<file path="src/rtl/cfw_pkg.sv">
package cfw_pkg;

    localparam int FIELD_W    = 4;
    localparam int NUM_FIELDS = 8;
    localparam int FIDX_W     = $clog2(NUM_FIELDS);
    localparam int CR_W       = FIELD_W * NUM_FIELDS;
    localparam int XLEN       = 64;
    localparam int GIDX_W     = 5;

    typedef logic [FIELD_W-1:0] field_t;

    typedef enum logic [1:0] {
        OP_HOLD       = 2'b00,
        OP_FROM_INT   = 2'b01,
        OP_FROM_FIELD = 2'b10,
        OP_SPARE      = 2'b11
    } op_e;

    typedef struct packed {
        field_t mask;
        field_t map;
        logic   merge;
    } ctl_t;

    // Keep the old bits wherever the mask is clear.
    function automatic field_t keep_unmasked(field_t fresh, field_t old, field_t msk);
        return fresh | (old & ~msk);
    endfunction

    // Field 0 sits in the most significant nibble.
    function automatic field_t pick_field(logic [CR_W-1:0] cr, logic [FIDX_W-1:0] idx);
        return cr[(NUM_FIELDS-1-int'(idx))*FIELD_W +: FIELD_W];
    endfunction

endpackage

</file>
<file path="src/rtl/cfw_int_unit.sv">
module cfw_int_unit
    import cfw_pkg::*;
(
    input  logic   src_bit,
    input  ctl_t   ctl,
    input  field_t old_field,
    output field_t result
);
    field_t hits;

    always_comb begin
        hits = ctl.mask & ~(ctl.map ^ {FIELD_W{src_bit}});
        if (ctl.merge)
            result = keep_unmasked(hits, old_field, ctl.mask);
        else
            result = hits;
    end
endmodule

</file>
<file path="src/rtl/cfw_copy_unit.sv">
module cfw_copy_unit
    import cfw_pkg::*;
(
    input  field_t src_field,
    input  ctl_t   ctl,
    input  field_t old_field,
    output field_t result
);
    field_t gated;

    always_comb begin
        gated = ctl.mask & src_field;
        if (ctl.merge)
            result = keep_unmasked(gated, old_field, ctl.mask) ^ ctl.map;
        else
            result = gated;
    end
endmodule

</file>
<file path="src/rtl/cfw_field_file.sv">
module cfw_field_file #(
    parameter int NF = 8,
    parameter int FW = 4
) (
    input  logic                  clk,
    input  logic                  rst,
    input  logic                  wr_en,
    input  logic [$clog2(NF)-1:0] wr_idx,
    input  logic [FW-1:0]         wr_data,
    output logic [NF*FW-1:0]      cr_flat
);
    localparam int IW = $clog2(NF);

    for (genvar k = 0; k < NF; k++) begin : g_field
        logic [FW-1:0] q;
        always_ff @(posedge clk) begin
            if (rst)
                q <= '0;
            else if (wr_en && (wr_idx == IW'(k)))
                q <= wr_data;
        end
        assign cr_flat[(NF-1-k)*FW +: FW] = q;
    end
endmodule

</file>
<file path="src/rtl/cond_field_writer.sv">
module cond_field_writer
    import cfw_pkg::*;
#(
    parameter int NF    = NUM_FIELDS,
    parameter int XW    = XLEN,
    parameter int GIW   = GIDX_W,
    localparam int IW   = $clog2(NF),
    localparam int CRW  = NF * FIELD_W
) (
    input  logic               clk,
    input  logic               rst,
    input  logic               op_valid,
    input  logic [1:0]         op_sel,
    input  logic [IW-1:0]      dst_idx,
    input  logic [IW-1:0]      src_idx,
    input  logic [GIW-1:0]     ra_idx,
    input  logic [XW-1:0]      gpr_val,
    input  logic [FIELD_W-1:0] mask,
    input  logic [FIELD_W-1:0] map,
    input  logic               merge,
    input  logic [IW-1:0]      rd_idx,
    output logic [FIELD_W-1:0] rd_field,
    output logic [CRW-1:0]     cr_all
);
    op_e    op;
    ctl_t   ctl;
    logic   operand_lsb;
    field_t field_at [NF];
    field_t old_dst, src_val, int_res, copy_res, wr_data;
    logic   wr_en;

    assign op  = op_e'(op_sel);
    assign ctl = '{mask: mask, map: map, merge: merge};

    // Register index zero reads as a zero operand.
    assign operand_lsb = (ra_idx != '0) && gpr_val[0];

    for (genvar k = 0; k < NF; k++) begin : g_tap
        assign field_at[k] = cr_all[(NF-1-k)*FIELD_W +: FIELD_W];
    end

    assign old_dst  = field_at[dst_idx];
    assign src_val  = field_at[src_idx];
    assign rd_field = field_at[rd_idx];

    cfw_int_unit u_int (
        .src_bit  (operand_lsb),
        .ctl      (ctl),
        .old_field(old_dst),
        .result   (int_res)
    );

    cfw_copy_unit u_copy (
        .src_field(src_val),
        .ctl      (ctl),
        .old_field(old_dst),
        .result   (copy_res)
    );

    always_comb begin
        wr_en   = 1'b0;
        wr_data = old_dst;
        if (op_valid) begin
            unique case (op)
                OP_FROM_INT: begin
                    wr_en   = 1'b1;
                    wr_data = int_res;
                end
                OP_FROM_FIELD: begin
                    wr_en   = 1'b1;
                    wr_data = copy_res;
                end
                default: ;
            endcase
        end
    end

    cfw_field_file #(.NF(NF), .FW(FIELD_W)) u_file (
        .clk    (clk),
        .rst    (rst),
        .wr_en  (wr_en),
        .wr_idx (dst_idx),
        .wr_data(wr_data),
        .cr_flat(cr_all)
    );
endmodule

</file>
<file path="config.mk">
export PLATFORM = sky130hd
export DESIGN_NAME = cond_field_writer
export DESIGN_NICKNAME = d
export VERILOG_FILES = /design/src/rtl/cfw_pkg.sv /design/src/rtl/cfw_int_unit.sv /design/src/rtl/cfw_copy_unit.sv /design/src/rtl/cfw_field_file.sv /design/src/rtl/cond_field_writer.sv
export SDC_FILE = /design/constraint.sdc
export NUM_CORES = 1
export LEC_CHECK = 0
export BUFFER_PORTS_ARGS = -buffer_cell sky130_fd_sc_hd__buf_2
export CORE_AREA = 2 2 71 86
export CTS_CLUSTER_DIAMETER = 100
export CTS_CLUSTER_SIZE = 24
export DETAILED_ROUTE_END_ITERATION = 12
export DIE_AREA = 0 0 73 88
export MAX_ROUTING_LAYER = met4
export PLACE_DENSITY = 0.8
export SLEW_MARGIN = 20
export SYNTH_ARGS = -nofsm -noshare
export SYNTH_HDL_FRONTEND = slang
export SYNTH_HIERARCHICAL = 1
export SYNTH_SLANG_ARGS = --single-unit
</file>
<file path="constraint.sdc">
create_clock -name clk -period 2.9 [get_ports clk]
set_input_delay 0.435 -clock clk [delete_from_list [all_inputs] [get_ports clk]]
set_output_delay 0.435 -clock clk [all_outputs]
set_load 0.03 [all_outputs]
</file>
# After elaboration in Yosys (flattened, before gate mapping)
# Index checks and enable logic that the tools add are counted.
# W data, S select, Z words.
dict set report word_totals {
  regBits 32
  memories 0
  romBits 0
  elab_cells 59
  output_inout_bits 36
  input_bits 92
  latchBits 0
  mem_bits_rw 0
}
dict set report op_classes {
  div_mod_pow 0
  n_lt_le_gt_ge 3
  add_sub_neg 0
  n_bitwise 12
  mul 0
  eq_ne 9
  muxes 15
  n_reduce_logical 12
  shift 0
}
# operator count
set ops {}
lappend ops {{$bmux W4 S3} 3}
lappend ops {{$mux W4} 9}
lappend ops {{$and A4 B4 Y4} 3}
lappend ops {{$eq A3 B3 Y1 const B} 4}
lappend ops {{$ge A4 B4 Y1 const B} 3}
lappend ops {{$not A3 Y4} 3}
lappend ops {{$logic_and A1 B1 Y1} 9}
lappend ops {{$not A4 Y4} 2}
lappend ops {{$or A4 B4 Y4} 2}
lappend ops {{$pmux W4 S2} 1}
lappend ops {{$xor A4 B4 Y4} 2}
lappend ops {{$eq A3 B2 Y1 const B} 2}
lappend ops {{$reduce_bool A5 Y1} 1}
lappend ops {{$eq A3 B1 Y1 const B} 1}
lappend ops {{$logic_not A3 Y1} 1}
lappend ops {{$eq A2 B1 Y1 const B} 1}
lappend ops {{$eq A2 B2 Y1 const B} 1}
lappend ops {{$mux W1} 2}
lappend ops {{$reduce_or A2 Y1} 1}

# Longest topological paths before layout
dict set report logic_depth {
  depth_word 10
  ltp_mapped 14
  depth_no_buf 11
}

# Cells and area by module
# Netlist, hierarchy kept.
# mod instances area_per_inst_um2 seq_area_each_um2 cells_each
set modules_own_cells {}
lappend modules_own_cells {cfw_field_file 1 1350.0 640.6 124}
lappend modules_own_cells {cond_field_writer 1 969.7 0.0 87}
lappend modules_own_cells {cfw_copy_unit 1 145.1 0.0 21}
lappend modules_own_cells {cfw_int_unit 1 90.1 0.0 12}

# Worst setup path before layout
# OpenSTA, ideal clock, no wires.
dict set report synth_path {
  kind {input to register}
  start {in src_idx[0]}
  end {reg u_file.g_field[5].q[0]}
  required_time_ps 2770
  n_path_buf 2
  setup_slack_ps 425
  cell_stages 11
  setup_time_ps 130
  t_arrival_ps 2345
  path_cell_list {buf_6 mux4_1 mux2_2 xor2_1 mux2i_1 a22oi_1 nor2_1 a41o_1 nand2b_1 clkbuf_1 mux2i_1}
}
dict set report synth_between {
  elab_chain_cells 10
}
# element line_no
set synth_rtl {}
lappend synth_rtl {{from (decl)} cond_field_writer.sv:15} ;# input logic [IW-1:0] src_idx,
lappend synth_rtl {{$not A3 Y4 (implied by the code) *} cond_field_writer.sv:43} ;# assign src_val = field_at[src_idx];
lappend synth_rtl {{$bmux W4 S3 *} cond_field_writer.sv:43}
lappend synth_rtl {{$mux W4 (implied by the code) * (2 in series)} cond_field_writer.sv:43}
lappend synth_rtl {{via src_val[0]} cond_field_writer.sv:29} ;# field_t old_dst, src_val, int_res, copy_res, wr_data;
lappend synth_rtl {{$and A4 B4 Y4 *} cfw_copy_unit.sv:12} ;# gated = ctl.mask & src_field;
lappend synth_rtl {{$or A4 B4 Y4} cfw_pkg.sv:27} ;# return fresh | (old & ~msk);
lappend synth_rtl {{$xor A4 B4 Y4} cfw_copy_unit.sv:14} ;# result = keep_unmasked(gated, old_field, ctl.mask) ^ ctl.map;
lappend synth_rtl {{$mux W4 *} cfw_copy_unit.sv:13} ;# if (ctl.merge)
lappend synth_rtl {{via copy_res[0]} cond_field_writer.sv:29}
lappend synth_rtl {{$pmux W4 S2 *} cond_field_writer.sv:64} ;# unique case (op)
lappend synth_rtl {{$mux W4 *} cond_field_writer.sv:63} ;# if (op_valid) begin
lappend synth_rtl {{via wr_data[0]} cond_field_writer.sv:29}
lappend synth_rtl {{to (signal assigned)} cfw_field_file.sv:20} ;# q <= wr_data;
lappend synth_rtl {{to (decl)} cfw_field_file.sv:15} ;# logic [FW-1:0] q;
# The timed path passes the listed nets; every way through them passes the cells marked *. The select of a mux whose other input is x is not followed.
# A chain may end at the register's enable or synchronous reset.

# Final worst setup path
dict set report layout_path {
  start {in dst_idx[0]}
  end {reg u_file.g_field[0].q[0]}
}
dict set report layout_between {
  elab_chain_cells 10
  word_cells_on_any_way 14
  cone_classes {mux (7); bitwise (5); reduce/logical (2)}
}
# element line_no
set layout_rtl {}
lappend layout_rtl {{from (decl)} cond_field_writer.sv:14} ;# input logic [IW-1:0] dst_idx,
lappend layout_rtl {{$not A3 Y4 (implied by the code)} cond_field_writer.sv:42} ;# assign old_dst = field_at[dst_idx];
lappend layout_rtl {{$bmux W4 S3} cond_field_writer.sv:42}
lappend layout_rtl {{$mux W4 (implied by the code) (2 in series)} cond_field_writer.sv:42}
lappend layout_rtl {{via old_dst[0]} cond_field_writer.sv:29}
lappend layout_rtl {{$and A4 B4 Y4} cfw_pkg.sv:27}
lappend layout_rtl {{$or A4 B4 Y4} cfw_pkg.sv:27}
lappend layout_rtl {{$xor A4 B4 Y4} cfw_copy_unit.sv:14}
lappend layout_rtl {{$mux W4} cfw_copy_unit.sv:13}
lappend layout_rtl {{via copy_res[0]} cond_field_writer.sv:29}
lappend layout_rtl {{$pmux W4 S2} cond_field_writer.sv:64}
lappend layout_rtl {{$mux W4} cond_field_writer.sv:63}
lappend layout_rtl {{via wr_data[0]} cond_field_writer.sv:29}
lappend layout_rtl {{to (signal assigned)} cfw_field_file.sv:20}
lappend layout_rtl {{to (decl)} cfw_field_file.sv:15}
# The timed path passes the listed nets, and every way through them passes these cells. The select of a mux whose other input is x is not followed.

==> metrics.csv <==
stage,metric,value,unit
outcome,status,finished clean,
cts,cts_buffers,5,
floorplanning,io_pins,128,
final_layout,final_area,2940,um^2
cts,cts_tree,built,
power,power.total,0.9923,mW
sta,skew,8.096,ps
sta,slew_violations,0,
sta,max_freq,386.7,MHz
cts,cts.sinks,32,
cts,post_cts_resized,0,
synth,synth_top_cell_area_share,0.2507,
power,p_sw_frac,0.2732,
placed_design,placed_area,2848,um^2
synth,postSynthCellCount,244,
sta,setup_viol,0,
detailed_routing,vias,2025,
detailed_routing,via_per_inst,5.656,
sta,period_needed,2586,ps
cts,clk_path_buf_depth,2,
synth,ys_ff_latch,32,
floorplanning,die_area,6424,um^2
grt,grt_usage,0.2047,
detailed_routing,drtIter0Drc,120,
critical_path,worstSetupPathType,in2reg,
final_layout,reg.largest.list,u_file/g_field.q: 32 flops,
synth,yosys_warnings,6,
synth,synth-seq-area-share,0.2507,
final_layout,drive_gt1_frac,0.2789,
sta,finalSetupTns,0,ps
power,powerDensity,337.5,nW/um^2
critical_path,critPathMaxFanout,25,
floorplanning,fp.dieH,88,um
power,p_leak,1.600,nW
synth,yosysMostFrequentCell,mux2i_1,
floorplanning,dieWidth,73,um
final_layout,largest_reg_flops,32,
grt,met2_usage,0.3358,
grt,met1_usage,0.2370,
floorplanning,rows,30,
cts,cts_setup_buffers,0,
detailed_routing,drc,0,
final_layout,final_nets,387,
sta,timing.slew.headroom,0.5872,
cts,clock_latency,280,ps
power,p_int,0.7212,mW
final_layout,regMostFlops,u_file/g_field.q,
critical_path,required,3050,ps
placed_design,post-dp-hpwl,4.834,mm
sta,timing.hold.ws,534.1,ps
power,combinationalPowerShare,0.196,
final_layout,diodes,0,
synth,synth_edf_count,0,
synth,ys_types,26,
sta,fin_ws,313.8,ps
grt,grt_overflow,0,
placed_design,place.gp.congestion,0.8161,
synth,synthTopCellsByArea,"dfxtp_1 (25%), mux2i_1 (22%), mux4_1 (16%)",
cts,htree_num_levels,2,
grt,grt_max_degree,37,
grt,grt_pass1_wl,9.660,mm
floorplanning,coreArea,5593,um^2
power,power.switching,0.2711,mW
detailed_routing,ant_nets,0,
critical_path,crit_path_start_kind,input pin,
synth,syn_nets,338,
grt,grt_use_met3,0.02532,
critical_path,cp.arrival,2730,ps
sta,worstMarginPinSlew,619.3,ps
placed_design,place_ws,49.24,ps
cts,cts_root_buffer,clkbuf_8,
synth,ys_top_cells_by_count,"mux2i_1 (56), nand2b_1 (37), dfxtp_1 (32)",
cts,cts.clk_slew.worst_paths,60,ps
power,p_clk_frac,0.350,
detailed_routing,routed_wl,6.239,mm
floorplanning,floorplan.initialDensity,0.4568,
synth,ys.flop_type,dfxtp_1,
grt,antenna_found_initial,0,
hold_path,hold_class,reg2reg,
synth,synthArstFlopShare,0,
sta,rsz0062_at_grt,false,
synth,synth_top_area_cell,dfxtp_1,
grt,grt_pass1_vias,1948,
synth,synth.cell_area,2555,um^2
placed_design,io_buffers,64,
detailed_routing,drt-pass1-iter-count,4,
run,drv_cap,0,
detailed_routing,routedWlPerCell,17.43,um
power,power_frac_seq,0.454,
critical_path,endpoint_kind,flip-flop,
final_layout,area_growth,15.08,%
power,irDropWorstVdd,0.1700,mV
sta,final-hold-violation-count,0,
synth,synth.avg_cell_area,10.47,um^2
cts,ctsHoldBuffers,0,
sta,fin_crit_sh,0.8918,
grt,busiest_layer,met2,
==> cell usage in the layout, fill, tap and decap left out, drive strengths merged <==
cell	instances
clkinv	2
inv	3
and4b	1
xor2	12
mux2	8
a41o	4
mux2i	56
nand4b	3
and2	1
nor2	5
buf	65
clkbuf	6
ha	2
o21a	1
nand4	1
and3	4
or4	1
nand4bb	3
nor2b	2
nand2b	37
or4b	1
nand2	20
dfxtp	32
mux4	16
a22oi	8
==> per-layer routing <==
metal	vias up	part of all wire
met2	67	0.51
met1	942	0.41
li1	999	-
met5	-	0
met3	17	0.034
met4	0	0.046
==> power by group through the flow <==
stage	Combinational, mW	Sequential (mW)	Clock, mW
floorplan	0.135	0.467	0
global route	0.211	0.451	0.377
finish	0.195	0.450	0.347
global placement	0.189	0.460	0
detailed placement	0.194	0.460	0
CTS	0.195	0.450	0.352
==> critical path, stage by stage <==
cell	delay (ps)
buf_2	490
mux2i_1	160
a22oi_1	300
and3_1	250
xor2_1	80
nand2_1	60
mux2i_1	70
a22oi_1	200
nor2_1	60
a41o_1	210
nand2b_1	280
mux2i_1	120
==> cells by family after synthesis <==
logic type               Yosys count  share of synthesized area
multiplexers                      80                     0.4192
AO/OA/AOI/OAI                     13                    0.04212
XOR/XNOR                          12                    0.04114
adder cells (fa/ha/maj)            2                   0.009793
flip-flops                        32                     0.2507
AND/OR/NAND/NOR                   79                     0.1827
buffers and inverters             26                    0.05435
==> per-stage QoR <==
step / std cells / utilization
finish: 358 / 0.5257
global placement: 350 / 0.5092
global route: 358 / 0.5257
CTS: 358 / 0.5257
floorplan: 244 / -
detailed placement: 350 / 0.5092
==> path summary, 6_finish.rpt <==
path                                            start                                  end  slack [ps]  depth (start not counted)
setup / recovery                           dst_idx[0]  u_file/g_field[0].q[0]$_SDFFE_PP0P_         310                         12
hold / removal    u_file/g_field[1].q[2]$_SDFFE_PP0P_  u_file/g_field[1].q[2]$_SDFFE_PP0P_         530                          2
setup reg to reg  u_file/g_field[5].q[2]$_SDFFE_PP0P_  u_file/g_field[5].q[2]$_SDFFE_PP0P_         430                          9
hold reg to reg   u_file/g_field[1].q[2]$_SDFFE_PP0P_  u_file/g_field[1].q[2]$_SDFFE_PP0P_         530                          2
==> cell type report <==
| cell class | count | area (um^2) |
|---|---|---|
| multi-input cells | 186 | 1775 |
| repair buffers | 65 | 340.3 |
| clock inverters | 2 | 10.01 |
| clock buffers | 6 | 82.58 |
| flip-flops and latches | 32 | 640.6 |
| fillers | 498 | 2653 |
| inverters | 3 | 11.26 |
| well taps | 64 | 80.08 |
(Power assumes the default switching activity.)
